--- src/rtl/qenc_pkg.sv ---
`timescale 1ns/1ps
package qenc_pkg;

    typedef enum logic [1:0] {
        MODE_INTCLK = 2'd0,
        MODE_X2A    = 2'd1,
        MODE_X2B    = 2'd2,
        MODE_X4     = 2'd3
    } qmode_e;

    typedef struct packed {
        logic step;
        logic down;
    } step_t;

    localparam logic [2:0] ADDR_CTRL = 3'd0;
    localparam logic [2:0] ADDR_MODE = 3'd1;
    localparam logic [2:0] ADDR_CNT  = 3'd2;
    localparam logic [2:0] ADDR_CEIL = 3'd3;
    localparam logic [2:0] ADDR_UPD  = 3'd4;

    localparam int CTRL_EN_BIT  = 0;
    localparam int CTRL_PRE_BIT = 1;
    localparam int CTRL_DIR_BIT = 3;

    // lvl/tog index 0 is phase A, index 1 is phase B
    function automatic step_t decode_step(qmode_e mode, logic [1:0] lvl, logic [1:0] tog);
        step_t s;
        s = '{step: 1'b0, down: 1'b0};
        unique case (mode)
            MODE_INTCLK: s.step = 1'b1;
            MODE_X2A: begin
                s.step = tog[0];
                s.down = (lvl[0] == lvl[1]);
            end
            MODE_X2B: begin
                s.step = tog[1];
                s.down = (lvl[1] != lvl[0]);
            end
            MODE_X4: begin
                if (tog == 2'b01) begin
                    s.step = 1'b1;
                    s.down = (lvl[0] == lvl[1]);
                end else if (tog == 2'b10) begin
                    s.step = 1'b1;
                    s.down = (lvl[1] != lvl[0]);
                end
            end
            default: s = '{step: 1'b0, down: 1'b0};
        endcase
        return s;
    endfunction

endpackage

--- src/rtl/qenc_edge.sv ---
`timescale 1ns/1ps
module qenc_edge #(
    parameter int STAGES = 2
) (
    input  logic clk,
    input  logic rst,
    input  logic din,
    output logic level,
    output logic toggle
);
    logic [STAGES:0] sh_q;

    always_ff @(posedge clk) begin
        if (rst) sh_q <= '0;
        else     sh_q <= {sh_q[STAGES-1:0], din};
    end

    assign level  = sh_q[STAGES-1];
    assign toggle = sh_q[STAGES] ^ sh_q[STAGES-1];
endmodule

--- src/rtl/qenc_decode.sv ---
`timescale 1ns/1ps
module qenc_decode
    import qenc_pkg::*;
(
    input  logic            clk,
    input  logic            rst,
    input  qmode_e          mode,
    input  logic [1:0]      lvl,
    input  logic [1:0]      tog,
    output step_t           stp
);
    assign stp = decode_step(mode, lvl, tog);

    AST_INTCLK_UP: assert property (@(posedge clk) disable iff (rst)
        (mode == MODE_INTCLK) |-> (stp.step && !stp.down));
    AST_X2A_IGNORES_B: assert property (@(posedge clk) disable iff (rst)
        (mode == MODE_X2A && !tog[0]) |-> !stp.step);
    AST_X2B_IGNORES_A: assert property (@(posedge clk) disable iff (rst)
        (mode == MODE_X2B && !tog[1]) |-> !stp.step);
    AST_X4_CLASH_DROPPED: assert property (@(posedge clk) disable iff (rst)
        (mode == MODE_X4 && tog == 2'b11) |-> !stp.step);
endmodule

--- src/rtl/qenc_wrap.sv ---
`timescale 1ns/1ps
module qenc_wrap #(
    parameter int CNT_W = 16
) (
    input  logic [CNT_W-1:0] cur,
    input  logic [CNT_W-1:0] ceil,
    input  logic             down,
    output logic [CNT_W-1:0] nxt
);
    localparam logic [CNT_W-1:0] ONE = CNT_W'(1);

    always_comb begin
        if (down) nxt = (cur == '0)   ? ceil : cur - ONE;
        else      nxt = (cur >= ceil) ? '0   : cur + ONE;
    end
endmodule

--- src/rtl/qenc_counter.sv ---
`timescale 1ns/1ps
module qenc_counter
    import qenc_pkg::*;
#(
    parameter int CNT_W       = 16,
    parameter int SYNC_STAGES = 2
) (
    input  logic             clk,
    input  logic             rst,
    input  logic             enc_a,
    input  logic             enc_b,
    input  logic [2:0]       bus_addr,
    input  logic             bus_wr,
    input  logic [CNT_W-1:0] bus_wdata,
    output logic [CNT_W-1:0] bus_rdata
);
    localparam logic [CNT_W-1:0] CEIL_RST = '1;

    logic [1:0] raw, lvl, tog;
    assign raw = {enc_b, enc_a};

    for (genvar i = 0; i < 2; i++) begin : g_phase
        qenc_edge #(.STAGES(SYNC_STAGES)) u_edge (
            .clk    (clk),
            .rst    (rst),
            .din    (raw[i]),
            .level  (lvl[i]),
            .toggle (tog[i])
        );
    end

    qmode_e mode_q;
    step_t  stp;

    qenc_decode u_decode (
        .clk  (clk),
        .rst  (rst),
        .mode (mode_q),
        .lvl  (lvl),
        .tog  (tog),
        .stp  (stp)
    );

    logic             enable_q, preload_q, dir_q, ug_q;
    logic [CNT_W-1:0] cnt_q, ceil_act_q, ceil_pend_q, cnt_nxt;

    qenc_wrap #(.CNT_W(CNT_W)) u_wrap (
        .cur  (cnt_q),
        .ceil (ceil_act_q),
        .down (stp.down),
        .nxt  (cnt_nxt)
    );

    logic wr_ctrl, wr_mode, wr_cnt, wr_ceil, wr_upd;
    assign wr_ctrl = bus_wr && (bus_addr == ADDR_CTRL);
    assign wr_mode = bus_wr && (bus_addr == ADDR_MODE);
    assign wr_cnt  = bus_wr && (bus_addr == ADDR_CNT);
    assign wr_ceil = bus_wr && (bus_addr == ADDR_CEIL);
    assign wr_upd  = bus_wr && (bus_addr == ADDR_UPD);

    always_ff @(posedge clk) begin
        if (rst) begin
            enable_q    <= 1'b0;
            preload_q   <= 1'b0;
            dir_q       <= 1'b0;
            ug_q        <= 1'b0;
            mode_q      <= MODE_INTCLK;
            cnt_q       <= '0;
            ceil_act_q  <= CEIL_RST;
            ceil_pend_q <= CEIL_RST;
        end else begin
            ug_q <= wr_upd && bus_wdata[0];
            if (wr_ctrl) begin
                enable_q  <= bus_wdata[CTRL_EN_BIT];
                preload_q <= bus_wdata[CTRL_PRE_BIT];
            end
            if (wr_mode) mode_q <= qmode_e'(bus_wdata[1:0]);
            if (wr_ceil) begin
                ceil_pend_q <= bus_wdata;
                if (!preload_q) ceil_act_q <= bus_wdata;
            end
            if (ug_q) ceil_act_q <= ceil_pend_q;
            if (wr_cnt) begin
                cnt_q <= bus_wdata;
            end else if (ug_q) begin
                cnt_q <= dir_q ? ceil_pend_q : '0;
            end else if (enable_q && stp.step) begin
                cnt_q <= cnt_nxt;
                dir_q <= stp.down;
            end
        end
    end

    always_comb begin
        bus_rdata = '0;
        unique case (bus_addr)
            ADDR_CTRL: begin
                bus_rdata[CTRL_EN_BIT]  = enable_q;
                bus_rdata[CTRL_PRE_BIT] = preload_q;
                bus_rdata[CTRL_DIR_BIT] = dir_q;
            end
            ADDR_MODE: bus_rdata[1:0] = mode_q;
            ADDR_CNT:  bus_rdata = cnt_q;
            ADDR_CEIL: bus_rdata = ceil_act_q;
            ADDR_UPD:  bus_rdata[0] = ug_q;
            default:   bus_rdata = '0;
        endcase
    end

    AST_WRAP_UP: assert property (@(posedge clk) disable iff (rst)
        (enable_q && stp.step && !stp.down && cnt_q >= ceil_act_q && !wr_cnt && !ug_q)
        |=> (cnt_q == '0));
    AST_WRAP_DOWN: assert property (@(posedge clk) disable iff (rst)
        (enable_q && stp.step && stp.down && cnt_q == '0 && !wr_cnt && !ug_q)
        |=> (cnt_q == $past(ceil_act_q)));
    AST_HOLD_DISABLED: assert property (@(posedge clk) disable iff (rst)
        (!enable_q && !wr_cnt && !ug_q) |=> $stable(cnt_q));
    AST_CEIL_BUFFERED: assert property (@(posedge clk) disable iff (rst)
        (preload_q && wr_ceil && !ug_q) |=> $stable(ceil_act_q));
    AST_UPDATE_PULSE: assert property (@(posedge clk) disable iff (rst)
        (ug_q && !wr_upd) |=> !ug_q);
endmodule

--- config.mk ---
export PLATFORM = sky130hd
export DESIGN_NAME = qenc_counter
export DESIGN_NICKNAME = d
export VERILOG_FILES = /design/src/rtl/qenc_pkg.sv /design/src/rtl/qenc_edge.sv /design/src/rtl/qenc_decode.sv /design/src/rtl/qenc_wrap.sv /design/src/rtl/qenc_counter.sv
export SDC_FILE = /design/constraint.sdc
export NUM_CORES = 1
export LEC_CHECK = 0
export ABC_AREA = 1
export BUFFER_PORTS_ARGS = -buffer_cell sky130_fd_sc_hd__buf_2
export CORE_UTILIZATION = 30
export CTS_CLUSTER_DIAMETER = 100
export DETAILED_ROUTE_END_ITERATION = 10
export PLACE_DENSITY = 0.5
export SETUP_SLACK_MARGIN = 0.05
export SLEW_MARGIN = 25
export SYNTH_ARGS = -nofsm -noshare
export SYNTH_HDL_FRONTEND = slang
export SYNTH_SLANG_ARGS = --single-unit
--- constraint.sdc ---
create_clock -name clk -period 2.6 [get_ports clk]
set_clock_uncertainty 0.2 [all_clocks]
set_input_delay 0.26 -clock clk [delete_from_list [all_inputs] [get_ports clk]]
set_output_delay 0.26 -clock clk [all_outputs]
set_load 0.05 [all_outputs]
# Yosys cells after proc, flatten, opt, wreduce, memory -nomap -nowiden

Index checks and enable logic that the tools add are counted.

$add $sub $neg: 2
Order comparisons: 1
Eq/ne operators: 12
Mux-type cells: 19
Bitwise logic cells: 4
Reductions and logical operators: 14

Operators with widths:

| operator                | number |
|---|---|
| $mux W16                | 10 |
| $pmux W12 S2            | 1 |
| $add A16 B1 Y16 const B | 1 |
| $ge A16 B16 Y1          | 1 |
| $logic_not A16 Y1       | 1 |
| $sub A16 B1 Y16 const B | 1 |
| $pmux W1 S4             | 2 |
| $logic_and A1 B1 Y1     | 7 |
| $eq A2 B2 Y1 const B    | 3 |
| $eq A3 B2 Y1 const B    | 2 |
| $pmux W1 S3             | 2 |
| $pmux W1 S5             | 1 |
| $eq A2 B1 Y1 const B    | 2 |
| $mux W2                 | 2 |
| $eq A3 B1 Y1 const B    | 1 |
| $eq A3 B3 Y1 const B    | 1 |
| $logic_not A3 Y1        | 1 |
| $reduce_and A3 Y1       | 1 |
| $reduce_bool A3 Y1      | 1 |
| $logic_not A2 Y1        | 1 |
| $ne A2 B1 Y1 const B    | 1 |
| $not A1 Y1              | 2 |
| $pmux W1 S2             | 1 |
| $reduce_and A2 Y1       | 1 |
| 4 further kinds         | 5 |

Flip-flop bits (word level): 60
Bits of input ports: 24
Output and inout port bits: 16
Word-level logic and storage cells: 62

# Longest topological paths before layout

Word-level depth: 9
Gate-level depth with buffers: 15
Depth with buffers taken out: 14

# By module

A second synthesis with hierarchy kept.

Cells, all modules: 820
Area, all modules: 5044.8 um^2

Modules (own cells, without submodules):

| module       | times used | cells an instance | area each (um^2) | sequential area each (um^2) |
|---|---|---|---|---|
| qenc_counter | 1          | 463               | 3047.9           | 1081.0 |
| qenc_wrap    | 1          | 304               | 1666.6           | 0.0 |
| qenc_edge    | 2          | 13                | 97.6             | 60.1 |
| qenc_decode  | 1          | 27                | 135.1            | 0.0 |

# Least setup slack after synthesis

Ideal clock, no wire load.

Path kind: register to register
Start: register g_phase[0].u_edge.sh_q[1]
End: register cnt_q[9]
Setup time: 0.118 ns
Data arrival time: 1.752 ns
Data required time: 2.282 ns
Slack: 0.530 ns
Stages on the path, launching flop included: 10
Buffers on the path: 1
Period minus slack after synthesis: 2.070 ns
Cell sequence: dfxtp_1 > xor2_2 > inv_1 > ha_1 > or2_2 > nand3_2 > nand2_4 > buf_2 > a21oi_1 > a21oi_2

Cells in the longest elaborated chain, start to end: 9
Elaborated cells on any way between the ends: 15
Those cells by class: eq/ne (4); mux (8); bitwise (1); reduce/logical (2)

RTL lines:

| what                   | line               | RTL |
|---|---|---|
| from (decl)            | qenc_edge.sv:11    | `logic [STAGES:0] sh_q;` |
| from (signal assigned) | qenc_edge.sv:15    | `else sh_q <= {sh_q[STAGES-1:0], din};` |
| $xor A1 B1 Y1          | qenc_edge.sv:19    | `assign toggle = sh_q[STAGES] ^ sh_q[STAGES-1];` |
| $eq A2 B2 Y1           | qenc_pkg.sv:44     | `end else if (tog == 2'b10) begin` |
| $mux W2                | qenc_pkg.sv:44     |  |
| $mux W2                | qenc_pkg.sv:41     | `if (tog == 2'b01) begin` |
| $pmux W1 S3            | qenc_pkg.sv:30     | `unique case (mode)` |
| $mux W16               | qenc_wrap.sv:13    | `if (down) nxt = (cur == '0) ? ceil : cur - ONE;` |
| $mux W16               | qenc_counter.sv:87 | `end else if (enable_q && stp.step) begin` |
| $mux W16               | qenc_counter.sv:85 | `end else if (ug_q) begin` |
| $mux W16               | qenc_counter.sv:83 | `if (wr_cnt) begin` |
| to (signal assigned)   | qenc_counter.sv:84 | `cnt_q <= bus_wdata;` |
| to (signal assigned)   | qenc_counter.sv:86 | `cnt_q <= dir_q ? ceil_pend_q : '0;` |
| to (signal assigned)   | qenc_counter.sv:88 | `cnt_q <= cnt_nxt;` |
| to (decl)              | qenc_counter.sv:45 | `logic [CNT_W-1:0] cnt_q, ceil_act_q, ceil_pend_q, cnt_nxt;` |

Parallel ways exist; a longest one is shown, timed or not. The select of a mux whose other input is x is not followed.
A chain may end at the register's enable or synchronous reset.

# Worst setup path in the final report

Start: register cnt_q[9]
End: register cnt_q[13]

Cells in the longest elaborated chain, start to end: 6
Elaborated cells on any way between the ends: 10
Those cells by class: add/sub (2); order compare (1); mux (6); reduce/logical (1)

RTL lines:

| what                                    | line                             | RTL |
|---|---|---|
| $add A16 B1 Y16 (tied with other cells) | qenc_wrap.sv:14                  | `else nxt = (cur >= ceil) ? '0 : cur + ONE;` |
| $mux W16, on equally long branches      | qenc_wrap.sv:14, qenc_wrap.sv:13 |  |
| $mux W16 (*)                            | qenc_wrap.sv:13                  |  |
| $mux W16 (*)                            | qenc_counter.sv:87               |  |
| $mux W16 (*)                            | qenc_counter.sv:85               |  |
| $mux W16 (*)                            | qenc_counter.sv:83               |  |

Mark *: on every way between the ends. The rest lies on a longest branch, timed or not. The select of a mux whose other input is x is not followed.

==> impl_results.md <==
- Die width: 126.2 microns
- Status: finished, violations left
- Root buf cell: clkbuf_16
- Sequential cell area fraction in the yosys report: 25.97%
- Worst Setup EP: cnt_q[13]
- Setup crit end kind: flip-flop
- Vias in the first global route: 4,390
- Post-synth EDFFs: 0
- Maximum vdd drop: 0.0003107 V
- Fin. Hold Viols: 1
- Final WL: 15.24 mm
- Worst Path Arrival: 2300 ps
- CTS tree: built
- Distinct cells, synth: 36
- First-pass GRT wire length: ~24 mm
- Synth area leaders: dfxtp_1, nand2_1, nand3_1
- H-tree depth: 3
- Post-synthesis to final-layout area growth: 17.88%
- Die Y-Extent: ~130 microns
- Final core utilization: 35.99%
- Starting Density: slightly above 30%
- Routability congestion estimate: 0.8866
- Post-CTS Setup Inserts: 0
- HPWL Detailed: 11.59 mm
- ANT nets after route: 0
- # DRC: 0
- Fin crit share: about 86%
- CTS Hold Bufs: 13
- CP Max Fanout: 16
- Crit path from: cnt_q[9]
- Sink Count: 60
- Hold WS: -2.521 ps
- Dominant cell type by area after synthesis: dfxtp_1
- Fin. max-slew vios: 0
- Top-count cell post-synth: nand2_1
- Initial antenna violation count: 0
- Worst r2r dst: cnt_q[13]
- Worst rel slew slack: around 58%
- Ports: 40
- Async S/R FF share, synth: 0%
- Reg2reg setup slack: 360 ps
- Tmin final: roughly 2200 ps
- Setup violators final: 0
- Via Count: 4,947
- Worst-Margin Slew: roughly 630 ps
- Vias per cell: 5.100
- Yosys warns: 0
- Post-DR wirelength/cell: 15.71 microns
- Leakage power total: 2.693 nW
- CP startpoint kind: flip-flop
- Drt first pass iters: 5
- I/O Buffers: 39
- Required @ worst endpoint: 2660 ps
- Syn avg cell area: 6.387 sq um
- Setup TNS Final: 0 ps
- Pin count of the biggest net entering global routing: 34
- Synth Flop Type: dfxtp_1
- Worst r2r src: cnt_q[9]
- Maximum clock path buffer count: 2
- Hold WC Path Type: in -> reg
- Worst-Skew Late Latency: ~330 ps
- # diodes: 0
- Final Net Count: 823
- PwrDens: 539.2 mW/mm^2
- Share of layout cells above drive strength 1: 16.75%
- Yosys top cell area share: 25.97%
- Post-CTS Resized: 0
- Die area: roughly 0.016 sq mm
- Worst Setup Path Type: reg -> reg
- CTS buffer count: 9
- Core ar.: 0.01515 sq mm
- CTS clk-pin slew, worst paths: 50 ps
- Count of standard-cell rows: 45
- Synth Instances: 724
- Yosys reg bits: 60
- Global route overflow: 0
- Initial DRC count: around 400
- FF-to-FF path depth: 13
- Mapped cell area: roughly 0.0046 sq mm
- Max Fclk: 446.5 MHz
- Synth cell count leaders: nand2_1, nand3_1, inv_1, a21oi_1, dfxtp_1
- Failing checks: hold timing
- Total track usage: between 10% and 20%
- RSZ-0062 raised after global routing: false
- Number of max-cap violations: 0
- Synthesized Nets: ~770
==> cells by family (layout without fill, tap and decap cells) <==
logic type	after synthesis	count (layout)	share of synthesized area (%)
flops	60	60	25.97
fa+ha+maj	21	21	5.682
xor+xnor	6	6	1.299
simple gates	376	376	37.18
compound gates	144	144	18.02
buf+inv	117	175	11.85
==> worst max-delay path, stage by stage (launching register included) <==
cell     delay, ps
dfxtp_1        550
ha_1           320
nand2_1         60
nand2_1         50
nand2_1         50
nand2_1         70
nand2_1         70
nand2_1         90
a21oi_4        110
buf_4          230
nand3_1        100
nand2_1         80
nand2_1         70
a21oi_1        120
==> cells in the final DEF (no fill, tap or decap), drive strengths merged <==
master	synthesis	routed
clkinvlp	0	2
xor2	5	5
clkbuf	14	11
buf	24	68
o22ai	14	14
dlygate4sd3	0	13
nor2	56	56
o211ai	1	1
clkinv	2	4
and2	1	1
a21o	1	1
o221ai	18	18
a21oi	64	64
nand3	106	106
nor3	6	6
xnor2	1	1
dfxtp	60	60
inv	77	77
nand4	3	3
ha	21	21
o21ai	46	46
or2	2	2
nand2	202	202
==> worst min-delay path by stage <==
stage / start / slack (ps) / cells after the start / endpoint
3_5_place_dp: g_phase[0].u_edge.sh_q[0] / 190 / 2 / g_phase[0].u_edge.sh_q[1]
5_1_grt: bus_wr / 20 / 3 / ug_q
3_3_place_gp: g_phase[1].u_edge.sh_q[0] / 190 / 2 / g_phase[1].u_edge.sh_q[1]
6_report: bus_wdata[4] / -3 / 3 / ceil_pend_q[4]
2_1_floorplan: rst / 170 / 2 / ceil_act_q[1]
4_1_cts: bus_wdata[4] / 1 / 3 / ceil_pend_q[4]
==> cell type report <==
type	instances	area, sq um
flip-flops and latches	60	1201
multi-input cells	547	2875
inverters	79	306.5
fillers	1647	9694
well taps	188	235.2
clock buffers	11	252.7
clock inverters	4	25.02
repair buffers	81	555.5
==> power breakdown <==
group | switching (mW) | internal, mW
registers | 0.0462 | 0.966
logic | 0.546 | 0.263
clock network | 0.431 | 0.687
==> flip-flops by register name (all words and copies together) (netlist names) <==
| register | flops |
|---|---|
| mode_q | 2 |
| ceil_pend_q | 16 |
| ug_q | 1 |
| g_phase.u_edge.sh_q | 6 |
| dir_q | 1 |
| cnt_q | 16 |
| enable_q | 1 |
| preload_q | 1 |
| ceil_act_q | 16 |
==> per-layer routing <==
layer / part of all wire [%] / vias up / track usage [%]
met5: 0 / - / 0
met4: 1.4 / 0 / 6.591
met3: 5.5 / 16 / 2.251
met2: 41 / 156 / 28.24
met1: 52 / 2256 / 29.86
li1: - / 2519 / -
==> through the flow <==
step	total power [mW]	instances	setup WS, ps	instance area [sq um]
3_3_place_gp	1.825	942	374.9	5044
6_report	2.939	970	360.2	5451
5_1_grt	3.087	970	179.8	5451
4_1_cts	2.951	970	380.0	5451
3_5_place_dp	1.815	942	398.0	5044
2_1_floorplan	1.599	724	529.8	4624
(Power assumes the default switching activity.)
